===== src/rtl/uart_irq_pkg.sv =====
package uart_irq_pkg;
  typedef enum logic [3:0] {
    IID_MODEM  = 4'h0,
    IID_NONE   = 4'h1,
    IID_THRE   = 4'h2,
    IID_RXDATA = 4'h4,
    IID_LINE   = 4'h6
  } iid_code_e;

  localparam int EN_RX    = 0;
  localparam int EN_TX    = 1;
  localparam int EN_LINE  = 2;
  localparam int EN_MODEM = 3;
  localparam int EN_W     = 4;
  localparam int CODE_W   = 4;
endpackage


===== src/rtl/uirq_enable_reg.sv =====
module uirq_enable_reg #(
  parameter int W_IN = 8,
  parameter int W_EN = 4
) (
  input  logic            clk,
  input  logic            rst,
  input  logic            we_i,
  input  logic [W_IN-1:0] wdata_i,
  output logic [W_EN-1:0] en_q
);
  logic unused_hi;
  assign unused_hi = ^wdata_i[W_IN-1:W_EN];

  always_ff @(posedge clk) begin
    if (rst)       en_q <= '0;
    else if (we_i) en_q <= wdata_i[W_EN-1:0];
  end

  // only the low bits survive a write
  p_mask_r1: assert property (@(posedge clk) disable iff (rst)
    we_i |=> (en_q == $past(wdata_i[W_EN-1:0])));
endmodule


===== src/rtl/uirq_thre_flag.sv =====
module uirq_thre_flag (
  input  logic clk,
  input  logic rst,
  input  logic set_i,
  input  logic clr_i,
  output logic pend_q
);
  always_ff @(posedge clk) begin
    if (rst)        pend_q <= 1'b0;
    else if (set_i) pend_q <= 1'b1;
    else if (clr_i) pend_q <= 1'b0;
  end

  p_set_wins_r10: assert property (@(posedge clk) disable iff (rst)
    set_i |=> pend_q);
  p_read_clears_r11: assert property (@(posedge clk) disable iff (rst)
    (clr_i && !set_i) |=> !pend_q);
endmodule


===== src/rtl/uirq_prio.sv =====
module uirq_prio
  import uart_irq_pkg::*;
#(
  parameter int          LSR_W     = 8,
  parameter int          MSR_W     = 4,
  parameter logic [7:0]  LINE_MASK = 8'h1E
) (
  input  logic [EN_W-1:0]  en_i,
  input  logic [LSR_W-1:0] lsr_i,
  input  logic             pend_i,
  input  logic [MSR_W-1:0] msr_delta_i,
  output iid_code_e        code_o,
  output logic             req_o
);
  localparam int NSRC = 4;

  // qualified causes, index 0 = highest priority
  logic [NSRC-1:0] hit;
  iid_code_e       tab [NSRC];

  assign hit[0] = en_i[EN_LINE]  && |(lsr_i & LINE_MASK[LSR_W-1:0]);
  assign hit[1] = en_i[EN_RX]    && lsr_i[0];
  assign hit[2] = en_i[EN_TX]    && pend_i;
  assign hit[3] = en_i[EN_MODEM] && |msr_delta_i;

  assign tab[0] = IID_LINE;
  assign tab[1] = IID_RXDATA;
  assign tab[2] = IID_THRE;
  assign tab[3] = IID_MODEM;

  always_comb begin
    code_o = IID_NONE;
    for (int i = NSRC - 1; i >= 0; i--) begin
      if (hit[i]) code_o = tab[i];
    end
  end

  // global gate: a zero enable register silences the request
  assign req_o = (|en_i) && (|hit);
endmodule


===== src/rtl/uirq_iir_reg.sv =====
module uirq_iir_reg
  import uart_irq_pkg::*;
#(
  parameter int HI_W = 4
) (
  input  logic                     clk,
  input  logic                     rst,
  input  iid_code_e                code_i,
  input  logic                     req_i,
  input  logic [HI_W-1:0]          hi_i,
  output logic                     irq_q,
  output logic [HI_W+CODE_W-1:0]   iir_q
);
  always_ff @(posedge clk) begin
    if (rst) begin
      irq_q <= 1'b0;
      iir_q <= {{HI_W{1'b0}}, IID_NONE};
    end else begin
      irq_q <= req_i;
      iir_q <= {hi_i, (req_i ? code_i : IID_NONE)};
    end
  end
endmodule


===== src/rtl/uart_irq_resolver.sv =====
module uart_irq_resolver
  import uart_irq_pkg::*;
#(
  parameter int          WD_W      = 8,
  parameter int          LSR_W     = 8,
  parameter int          MSR_W     = 4,
  parameter int          HI_W      = 4,
  parameter logic [7:0]  LINE_MASK = 8'h1E
) (
  input  logic                   clk,
  input  logic                   rst,
  input  logic                   ier_we_i,
  input  logic [WD_W-1:0]        ier_wdata_i,
  input  logic [LSR_W-1:0]       lsr_i,
  input  logic                   thr_empty_i,
  input  logic [MSR_W-1:0]       msr_delta_i,
  input  logic                   iir_rd_i,
  input  logic [HI_W-1:0]        iir_hi_i,
  output logic [EN_W-1:0]        ier_o,
  output logic                   irq_o,
  output logic [HI_W+CODE_W-1:0] iir_o
);
  logic [EN_W-1:0] en_q;
  logic            pend_q;
  logic            pend_set;
  logic            pend_clr;
  iid_code_e       code;
  logic            req;

  uirq_enable_reg #(.W_IN(WD_W), .W_EN(EN_W)) u_en (
    .clk(clk), .rst(rst), .we_i(ier_we_i), .wdata_i(ier_wdata_i), .en_q(en_q)
  );

  assign pend_set = ier_we_i && ier_wdata_i[EN_TX] && thr_empty_i;
  assign pend_clr = iir_rd_i && (iir_o[CODE_W-1:0] == IID_THRE);

  uirq_thre_flag u_thre (
    .clk(clk), .rst(rst), .set_i(pend_set), .clr_i(pend_clr), .pend_q(pend_q)
  );

  uirq_prio #(.LSR_W(LSR_W), .MSR_W(MSR_W), .LINE_MASK(LINE_MASK)) u_prio (
    .en_i(en_q), .lsr_i(lsr_i), .pend_i(pend_q), .msr_delta_i(msr_delta_i),
    .code_o(code), .req_o(req)
  );

  uirq_iir_reg #(.HI_W(HI_W)) u_iir (
    .clk(clk), .rst(rst), .code_i(code), .req_i(req), .hi_i(iir_hi_i),
    .irq_q(irq_o), .iir_q(iir_o)
  );

  assign ier_o = en_q;

  p_zero_en_r2: assert property (@(posedge clk) disable iff (rst)
    (en_q == '0) |=> !irq_o);
  p_line_first_r3: assert property (@(posedge clk) disable iff (rst)
    (en_q[EN_LINE] && |(lsr_i & LINE_MASK[LSR_W-1:0])) |=>
      (iir_o[CODE_W-1:0] == IID_LINE));
  p_rx_second_r4: assert property (@(posedge clk) disable iff (rst)
    (en_q[EN_RX] && lsr_i[0] && !(en_q[EN_LINE] && |(lsr_i & LINE_MASK[LSR_W-1:0])))
      |=> (iir_o[CODE_W-1:0] == IID_RXDATA));
  p_irq_code_r7: assert property (@(posedge clk) disable iff (rst)
    irq_o == (iir_o[CODE_W-1:0] != IID_NONE));
  p_hi_pass_r8: assert property (@(posedge clk) disable iff (rst)
    !$past(rst) |-> (iir_o[HI_W+CODE_W-1:CODE_W] == $past(iir_hi_i)));
endmodule


===== config.mk =====
export PLATFORM = sky130hd
export DESIGN_NAME = uart_irq_resolver
export DESIGN_NICKNAME = d
export VERILOG_FILES = /design/src/rtl/uart_irq_pkg.sv /design/src/rtl/uirq_enable_reg.sv /design/src/rtl/uirq_thre_flag.sv /design/src/rtl/uirq_prio.sv /design/src/rtl/uirq_iir_reg.sv /design/src/rtl/uart_irq_resolver.sv
export SDC_FILE = /design/constraint.sdc
export NUM_CORES = 1
export LEC_CHECK = 0
export ABC_CLOCK_PERIOD_IN_PS = 2350
export BUFFER_PORTS_ARGS = -buffer_cell sky130_fd_sc_hd__buf_4
export CAP_MARGIN = 20
export CORE_AREA = 10 10 48 50
export DETAILED_ROUTE_END_ITERATION = 10
export DIE_AREA = 0 0 58 60
export GPL_ROUTABILITY_DRIVEN = 0
export PLACE_DENSITY = 0.74
export SYNTH_ARGS = -nofsm -noshare
export SYNTH_HDL_FRONTEND = slang
export SYNTH_SLANG_ARGS = --single-unit
export TNS_END_PERCENT = 5

===== constraint.sdc =====
create_clock -name clk -period 2.35 [get_ports clk]
set_input_delay 0.47 -clock clk [delete_from_list [all_inputs] [get_ports clk]]
set_output_delay 0.47 -clock clk [all_outputs]
set_load 0.1 [all_outputs]

Word-level counts from Yosys, hierarchy flattened

Index checks and enable logic that the tools add are counted.
W data, S select, Z words.

Word-level logic and storage cells: 29
Bits of input ports: 29
Flip-flop bits (word level): 14

Multiplexer cells: 6
Bitwise logic cells: 1
Equal/unequal tests: 1
Reduce and logical (&&, ||, !) cells: 15

Operators with widths:

| operator             | number |
|---|---|
| $reduce_or A4 Y1     | 4 |
| $logic_and A1 B1 Y1  | 8 |
| $mux W3              | 2 |
| $reduce_or A5 Y1     | 1 |
| $eq A4 B2 Y1 const B | 1 |
| $mux W1              | 3 |
| $mux W2              | 1 |
| $reduce_bool A2 Y1   | 1 |
| $reduce_or A2 Y1     | 1 |
| $not A1 Y1           | 1 |

Depth between registers and ports, before layout

Gate-level depths: netlist of the first run.

Depth after elaboration: 6
Mapped depth: 3
Gate-level depth less buffers: 3

Hierarchy

A second synthesis of the first run with hierarchy kept.

Cells, all modules: 49
Area total of the unflattened synthesis: 535.5 um^2

By module, submodules not included:

| module            | times used | area an instance (um^2) | sequential area each (um^2) | cells each |
|---|---|---|---|---|
| uirq_iir_reg      | 1          | 262.8                   | 180.2                       | 18 |
| uirq_enable_reg   | 1          | 140.1                   | 80.1                        | 13 |
| uirq_prio         | 1          | 73.8                    | 0.0                         | 11 |
| uirq_thre_flag    | 1          | 38.8                    | 20.0                        | 4 |
| uart_irq_resolver | 1          | 20.0                    | 0.0                         | 3 |

Worst setup path after synthesis of the first run

No wires, ideal clock.

Path kind: register to register
Start: reg u_en.en_q[0]
End: reg u_iir.iir_q[2]
Arrival time: 1.539 ns
Setup time: 0.072 ns
Period minus slack after synthesis: 1.611 ns
Stages on the path, launching flop included: 4
Buffers on the path: 0
Setup slack: 0.739 ns
Data required time: 2.278 ns
Path through: dfxtp_1 > nor4_1 > or2_2 > a21oi_1

Longest elaborated chain between the ends: 5

RTL lines:

| element                    | line                  | text |
|---|---|---|
| from (decl)                | uirq_enable_reg.sv:9  | `output logic [W_EN-1:0] en_q` |
| from (signal assigned)     | uirq_enable_reg.sv:16 | `else if (we_i) en_q <= wdata_i[W_EN-1:0];` |
| $logic_and A1 B1 Y1        | uirq_prio.sv:22       | `assign hit[1] = en_i[EN_RX] && lsr_i[0];` |
| $reduce_or A4 Y1           | uirq_prio.sv:39       | `assign req_o = (\|en_i) && (\|hit);` |
| $logic_and A1 B1 Y1        | uirq_prio.sv:39       |  |
| $not A1 Y1 (no line)       | -                     |  |
| $reduce_or A2 Y1 (no line) | -                     |  |
| to (signal assigned)       | uirq_iir_reg.sv:17    | `iir_q <= {{HI_W{1'b0}}, IID_NONE};` |
| to (signal assigned)       | uirq_iir_reg.sv:20    | `iir_q <= {hi_i, (req_i ? code_i : IID_NONE)};` |
| to (decl)                  | uirq_iir_reg.sv:12    | `output logic [HI_W+CODE_W-1:0] iir_q` |

Several ways; a longest one is shown, not always the timed one.
A chain may end at the register's enable or synchronous reset.

Worst setup path after layout of the first run

Start: reg u_en.en_q[2]
End: out ier_o[2]

RTL lines:

| element   | line                    | text |
|---|---|---|
| to (decl) | uart_irq_resolver.sv:19 | `output logic [EN_W-1:0] ier_o,` |

No word-level cell between the ends.

==> run metrics, run 1 <==
Tot Pwr 537 µW; top-count cell post-synth dfxtp_1; PD cells around 700 nW/µm²; number of flops mapped to enable cells by yosys 0; Syn Area/Cell around 10 µm²; DIE HEIGHT around 60 µm; share of flip-flops with an asynchronous set or reset 0; final worst path period share 0.632; final hold violation count 0; WP buf/inv 1; DRC viols 0; # diodes 0; 1st-iter DRT viols 3; Achievable Freq between 600 and 700 MHz; remaining global-route overflow 0; sequential share of the synthesized area 0.542; final hold slack ~0.41 ns; Finished Core Util 0.529; Mapped Nets 75; Worst Reg-to-Reg Cells 3; Tmin final approximately 1.5 ns; first-pass GRT wire length 2.22 mm; post-synth top area cell dfxtp_1; maximum number of pins on one net before global-route repair 12; flops & latches, synth 13; max_cap viols 0; antenna-violating nets left 0; Vias 455; Root Buffer clkbuf_4; Worst setup SP type flop; initial antenna violation count 0; crit-path max cell delay between 0.4 and 0.5 ns; setup_tns 0 ns; post-CTS setup buffers 0; hold depth 2; CP max stage cell dfxtp_1; Critical Path RT approximately 1.9 ns; kind of cell adding the most delay to the critical path flip-flops; row count 14; H-tree Lvls 1; I/O pin cnt 42; Finished Layout Cells 96; DP Wirelength 1.16 mm; Area Growth Syn to Fin 58.1%; total die area between 3000 and 4000 µm²; number of I/O port buffers 33; post-CTS sizing 0; core box area 1440 µm²; Unique masters post-synth 19; number of buffers created by CTS 3; RSZ-0062 raised after global routing no; DR pass1 iterations 2; ys flop type dfxtp_1; worst clock skew 0.00282 ns; synthesized instance count 46; Mapped Area 480 µm²; critical path fanouts, max 4; Final Slew Violations 0; Synth top area share 0.542; GRT Util Overall 0.0830; ranking of synthesized cells by area dfxtp_1 54%, mux2i_1 8.3%, o41ai_4 5.7%; Die W 58 µm; layout cell share with drive strength beyond 1 0.488; WL/cell 14.0 µm; crit-path cells buf_4; final wirelength roughly 1.3 mm; clk buf depth 2; CTS Hold Bufs 0; CTS sink count 13; outcome complete, no violations; dpl cells a little over 90; worst hold path type in -> reg; crit path DAT 1.02 ns; vias per cell roughly 4.7; worst-skew pair later-pin latency approximately 0.27 ns; Clock transition at path regs 0.07 ns; Final nets between 100 and 150; Max VDD drop around 0.00037 V; YS warnings 0; Setup Crit Path Kind reg -> out; Lkg Pwr between 0.0003 and 0.0004 µW; final setup fails 0; TritonCTS clock tree yes; initial core utilization 0.334; vias in the first global route 507; top cells by count, synth 13 x dfxtp_1, 6 x nor2_1, 4 x mux2i_1, 4 x nor2b_1, 3 x nand2_1; CP endpoint kind output port; CP Depth 1
cells by family after synthesis:
kind of cell	count (synthesis)	share of synthesized area
AND/OR/NAND/NOR	18	0.195
AO/OA/AOI/OAI	7	0.141
other	1	0.00781
flip-flops	13	0.542
buffers and inverters	3	0.0313
multiplexers	4	0.0833
layout make-up:
cell class                      count  area (µm²)
Clock buffer                        4        26.3
Fill cell                         144         677
Multi-Input combinational cell     30         205
Sequential cell                    13         260
Tap cell                           16        20.0
Timing Repair Buffer               33         248
report_power, final:
part           internal [µW]  switching [µW]
combinational           49.5             114
clock                   65.8            67.0
sequential               232            8.14
total                    348             189
routing by layer:
metal	GRT usage	vias up	part of all wire
met2	0.140	21	0.51
met4	0.0403	0	0.0097
met5	0	-	0
met3	0.0614	2	0.13
li1	-	228	-
met1	0.0726	204	0.35
sequential cells by signal, indices dropped and copies added, names as in the netlist:
register and count:
u_iir.irq_q 1, u_en.en_q 4, u_thre.pend_q 1, u_iir.iir_q 7
cell usage in the layout (no fill, tap or decap):
cell type	synthesis	routed
buf_4	1	33
dfxtp_1	13	13
nor2_1	6	6
mux2i_1	4	4
nor2b_1	4	4
nand2_1	3	3
clkbuf_4	0	3
a21oi_1	2	2
o41ai_4	1	1
nand2_2	1	1
o41ai_1	1	1
nor4_1	1	1
o21ai_1	1	1
nand4bb_1	1	1
a32oi_1	1	1
or2_2	1	1
o21a_1	1	1
nand3_1	1	1
conb_1	1	1
clkbuf_1	2	1
worst paths after layout:
path / startpoint / slack, ns / to
min: iir_hi_i[2] / 0.41 / u_iir.iir_q[6]
max reg2reg: u_en.en_q[0] / 1.34 / u_iir.iir_q[2]
max: u_en.en_q[2] / 0.86 / ier_o[2]
min reg2reg: u_thre.pend_q / 0.50 / u_iir.iir_q[1]
per-stage QoR:
step | setup WS (ns) | instance area [µm²]
after floorplan | 0.739 | 480
after global placement | 0.980 | 733
after detailed placement | 0.974 | 733
after CTS | 0.839 | 759
after global routing | 0.804 | 759
final | 0.864 | 759
No activity file was read; power rests on OpenSTA's default activity.
==> run 2: changes to the inputs <==
- ABC_CLOCK_PERIOD_IN_PS: 2350 -> 1320
- CORE_AREA: 10 10 48 50 -> 10 10 51 53
- DIE_AREA: 0 0 58 60 -> 0 0 61 63
- PLACE_DENSITY: 0.74 -> 0.67
- clock period: 2.35 -> 1.32 ns (I/O delays scaled with it)
==> run metrics, run 2 (synthesis gave the netlist of run 1 again) <==
outcome complete, no violations; vias per cell about 4.8; initial core utilization 0.291; DP Wirelength ~1.1 mm; crit-path cells buf_4; CP Depth 1; antenna-violating nets left 0; Tot Pwr around 960 µW; Worst Reg-to-Reg Cells 3; Worst setup SP type flop; remaining global-route overflow 0; PD cells around 1200 nW/µm²; max_cap viols 0; number of I/O port buffers 33; CTS sink count 13; maximum number of pins on one net before global-route repair 12; GRT Util Overall 0.0726; Lkg Pwr about 0.00036 µW; DIE HEIGHT 63 µm; Final nets 110; Seq. cell area 265 µm²; total die area about 3800 µm²; Finished Core Util 0.464; max FFs per register 7; core box area 1650 µm²; Critical Path Sink ier_o[2]; worst hold path type in -> reg; first-pass GRT wire length about 2.2 mm; worst setup slack after placement between 0.1 and 0.15 ns; WP buf/inv 1; Max VDD drop ~0.00072 V; crit-path max cell delay 0.38 ns; TritonCTS clock tree yes; commonest non-fill, non-tap cell in the layout buf_4; Die W roughly 60 µm; Regs by FF count u_iir.iir_q: 7 flops, u_en.en_q: 4 flops; Setup Crit Path Kind reg -> out; area taken by multi-input logic gates 205 µm²; worst reg2reg startpoint u_en.en_q[0]; 1st-iter DRT viols 7; final hold slack a little over 0.2 ns; layout cell share with drive strength beyond 1 0.538; Final Slew Violations 0; Critical Path RT between 1 and 1.5 ns; most flop-heavy register u_iir.iir_q; final setup fails 0; final wirelength roughly 1.3 mm; worst clock skew approximately 0.0016 ns; final hold violation count 0; number of buffers created by CTS 3; Tmin final roughly 1.2 ns; CTS Hold Bufs 0; H-tree Lvls 1; Vias between 400 and 500; Area Growth Syn to Fin 59.4%; kind of cell adding the most delay to the critical path flip-flops; final worst path period share 0.926; Root Buffer clkbuf_4; DR pass1 iterations 3; CP max stage cell dfxtp_2; RSZ-0062 raised after global routing no; most frequent cells in the layout 33 x buf_4, 9 x dfxtp_1, 6 x nor2_1; post-CTS sizing 0; critical path fanouts, max 4; post-CTS setup buffers 0; worst-skew pair later-pin latency around 0.27 ns; WL/cell ~14 µm; R2R Setup Slk between 0.2 and 0.3 ns; clk buf depth 2; Setup crit start u_en.en_q[2]; Achievable Freq roughly 820 MHz; capturing point of the worst reg2reg path u_iir.iir_q[1]; CP endpoint kind output port; row count 15; initial antenna violation count 0; vias in the first global route approximately 510; DRC viols 0; Fill cells about 170; crit path DAT between 0.9 and 1 ns; setup ws final a little under 0.1 ns; I/O pin cnt between 40 and 50; Clock transition at path regs 0.07 ns; # diodes 0
run 2: changes by cell type in the layout (fill, tap and decap cells not counted):
cell     previous run  this run
dfxtp_1            13         9
dfxtp_2             0         4
run 2: worst min-delay path by stage:
stage,endpoint,slack (ns),start,cells after the start
6_report,u_iir.iir_q[4],0.20,iir_hi_i[0],2
5_1_grt,u_iir.iir_q[5],0.22,iir_hi_i[1],2
4_1_cts,u_iir.iir_q[4],0.20,iir_hi_i[0],2
3_5_place_dp,u_iir.iir_q[1],0.48,u_thre.pend_q,2
3_3_place_gp,u_iir.iir_q[7],0.48,iir_hi_i[3],2
2_1_floorplan,u_iir.iir_q[4],0.39,iir_hi_i[0],1
run 2: layout make-up:
| class | instances | area share |
|---|---|---|
| sequential | 13 | 0.346 |
| timing repair buffer | 33 | 0.324 |
| multi-input combinational | 30 | 0.268 |
| clock buffer | 4 | 0.0343 |
| tap | 17 | 0.0278 |
run 2: stage by stage:
step | instance area (µm²) | setup TNS, ns | instances
global placement | 739 | 0 | 93
global route | 766 | 0 | 97
finish | 766 | 0 | 97
floorplan | 485 | -0.104 | 46
CTS | 766 | 0 | 97
detailed placement | 739 | 0 | 93
run 2: routing by layer:
| layer | up-vias | global-route usage | wire, µm | share of wire |
|---|---|---|---|---|
| met4 | 0 | 0 | 0 | 0 |
| met5 | - | 0 | 0 | 0 |
| met1 | 207 | 0.0664 | 470 | 0.35 |
| met3 | 0 | 0.0874 | 314 | 0.24 |
| li1 | 226 | - | - | - |
| met2 | 32 | 0.110 | 543 | 0.41 |
run 2: report_power, final:
part           internal, µW  switching [µW]
logic                  88.3             203
clock network           117             118
registers               415            14.4
==> run 3: changes to the inputs <==
- ABC_AREA: not set -> 1
- CORE_AREA: 10 10 51 53 -> 10 10 50 52
- DIE_AREA: 0 0 61 63 -> 0 0 60 62
- PLACE_DENSITY: 0.67 -> 0.69
==> run metrics, run 3 <==
setup_tns 0 ns; final setup fails 0; share of flip-flops with an asynchronous set or reset 0; Syn Area/Cell 7.69 µm²; maximum number of pins on one net before global-route repair 8; layout cell share with drive strength beyond 1 0.438; Vias between 400 and 500; H-tree Lvls 1; Max VDD drop 0.000560 V; Tmin final around 1.2 ns; GRT met1 Usage 0.0649; P_int just over 600 µW; post-synth top area cell dfxtp_1; total die area around 3700 µm²; Mapped Area ~460 µm²; worst hold path type in -> reg; commonest non-fill, non-tap cell in the layout buf_4; met2 Usage GRT 0.122; synthesized instance count 60; initial core utilization 0.286; most frequent cells in the layout 33 x buf_4, 18 x nor2_1, 9 x dfxtp_1, 8 x nand2_1, 8 x inv_1; row count 15; vias per cell approximately 4.3; remaining global-route overflow 0; Top Usage Layer GRT met2; GRT Util Overall 0.0689; kind of cell adding the most delay to the critical path flip-flops; crit-path cells buf_4; first-pass GRT wire length 1.99 mm; final worst path period share 0.904; max_cap viols 0; Worst setup SP type flop; Final Slew Violations 0; clk buf depth 2; 1st-iter DRT viols 13; ranking of synthesized cells by area dfxtp_1 56%, nor2_1 15%, inv_1 6.5%; Root Buffer clkbuf_4; Clock transition at path regs 0.08 ns; Achievable Freq around 840 MHz; TritonCTS clock tree yes; PD cells 1290 nW/µm²; Synth top area share 0.564; final hold violation count 0; post-CTS setup buffers 0; outcome complete, no violations; initial antenna violation count 0; CTS Hold Bufs 0; Mapped Nets 89; Die W ~60 µm; max FFs per register 7; DR pass1 iterations 4; combinational group share of total power 0.316; Setup Crit Path Kind reg -> out; Reg power frac 0.443; DP Wirelength 1.12 mm; Regs by FF count u_iir.iir_q: 7 flops, u_en.en_q: 4 flops; number of I/O port buffers 33; final wirelength between 1 and 1.5 mm; number of flops mapped to enable cells by yosys 0; CP max stage cell dfxtp_2; Sw Ratio 0.362; worst clock skew around 0.0037 ns; I/O pin cnt 42; Final nets approximately 130; # diodes 0; crit-path max cell delay 0.36 ns; YS warnings 0; sw power approximately 350 µW; Area Growth Syn to Fin 63.4%; top cells by count, synth 18 x nor2_1, 13 x dfxtp_1, 8 x inv_1, 8 x nand2_1; ys flop type dfxtp_1; WP buf/inv 1; DRC viols 0; antenna-violating nets left 0; number of buffers created by CTS 3; most flop-heavy register u_iir.iir_q; core box area between 1500 and 2000 µm²; worst-skew pair later-pin latency approximately 0.27 ns; Unique masters post-synth 12; vias in the first global route 487; Lkg Pwr around 0.0004 µW; critical path fanouts, max 4; sequential share of the synthesized area 0.564; post-CTS sizing 0; DIE HEIGHT roughly 62 µm; RSZ-0062 raised after global routing no; Finished Core Util 0.467; crit path DAT 0.93 ns; top-count cell post-synth nor2_1; WL/cell about 11 µm; CTS sink count 13; met3 global-route usage 0.0244; Fill cells between 150 and 200; Critical Path RT roughly 1.1 ns; CP endpoint kind output port; clock share of power 0.241; flops & latches, synth 13
-- run 3: path summary, 6_finish.rpt --
kind / slack [ns] / cells after the start / from / to
setup / recovery: 0.13 / 1 / u_en.en_q[2] / ier_o[2]
hold / removal: 0.19 / 2 / rst / u_en.en_q[1]
setup reg to reg: 0.41 / 5 / u_en.en_q[1] / u_iir.iir_q[1]
hold reg to reg: 0.46 / 2 / u_thre.pend_q / u_thre.pend_q
-- run 3: area by class of cell --
type	count	area (µm²)	share of cell area
Timing Repair Buffer	33	248	0.328
Tap cell	17	21.3	0.0282
Sequential cell	13	265	0.352
Clock buffer	4	26.3	0.0348
Inverter	8	30.0	0.0398
Multi-Input combinational cell	38	164	0.217
-- run 3: metrics by stage --
step / worst slack (ns) / cells / area [µm²] / total power [µW] / hold slack [ns]
after floorplan: -0.0326 / 60 / 467 / 655 / 0.326
after global placement: 0.314 / 109 / 728 / 746 / 0.449
after detailed placement: 0.279 / 109 / 728 / 749 / 0.457
after CTS: 0.115 / 113 / 754 / 979 / 0.197
after global routing: 0.0913 / 113 / 754 / 1010 / 0.202
final: 0.126 / 113 / 754 / 970 / 0.195
-- run 3: metal layers --
metal | up-vias | share of wire
met4 | 0 | 0
met3 | 0 | 0.10
li1 | 252 | -
met2 | 19 | 0.51
met5 | - | 0
met1 | 220 | 0.38
-- run 3: logic make-up (layout without fill, tap and decap cells) --
| family | after synthesis | in the layout | synth area share |
|---|---|---|---|
| simple gates | 29 | 29 | 0.247 |
| flops | 13 | 13 | 0.564 |
| buf+inv | 9 | 45 | 0.0813 |
| compound gates | 8 | 8 | 0.100 |
| other cells | 1 | 1 | 0.00812 |
-- run 3: power by group through the flow --
stage | clock network [µW] | logic [µW] | registers (µW)
floorplan | 0 | 51.1 | 603
global placement | 0 | 307 | 439
detailed placement | 0 | 309 | 440
CTS | 239 | 309 | 431
global route | 256 | 322 | 434
finish | 234 | 306 | 430
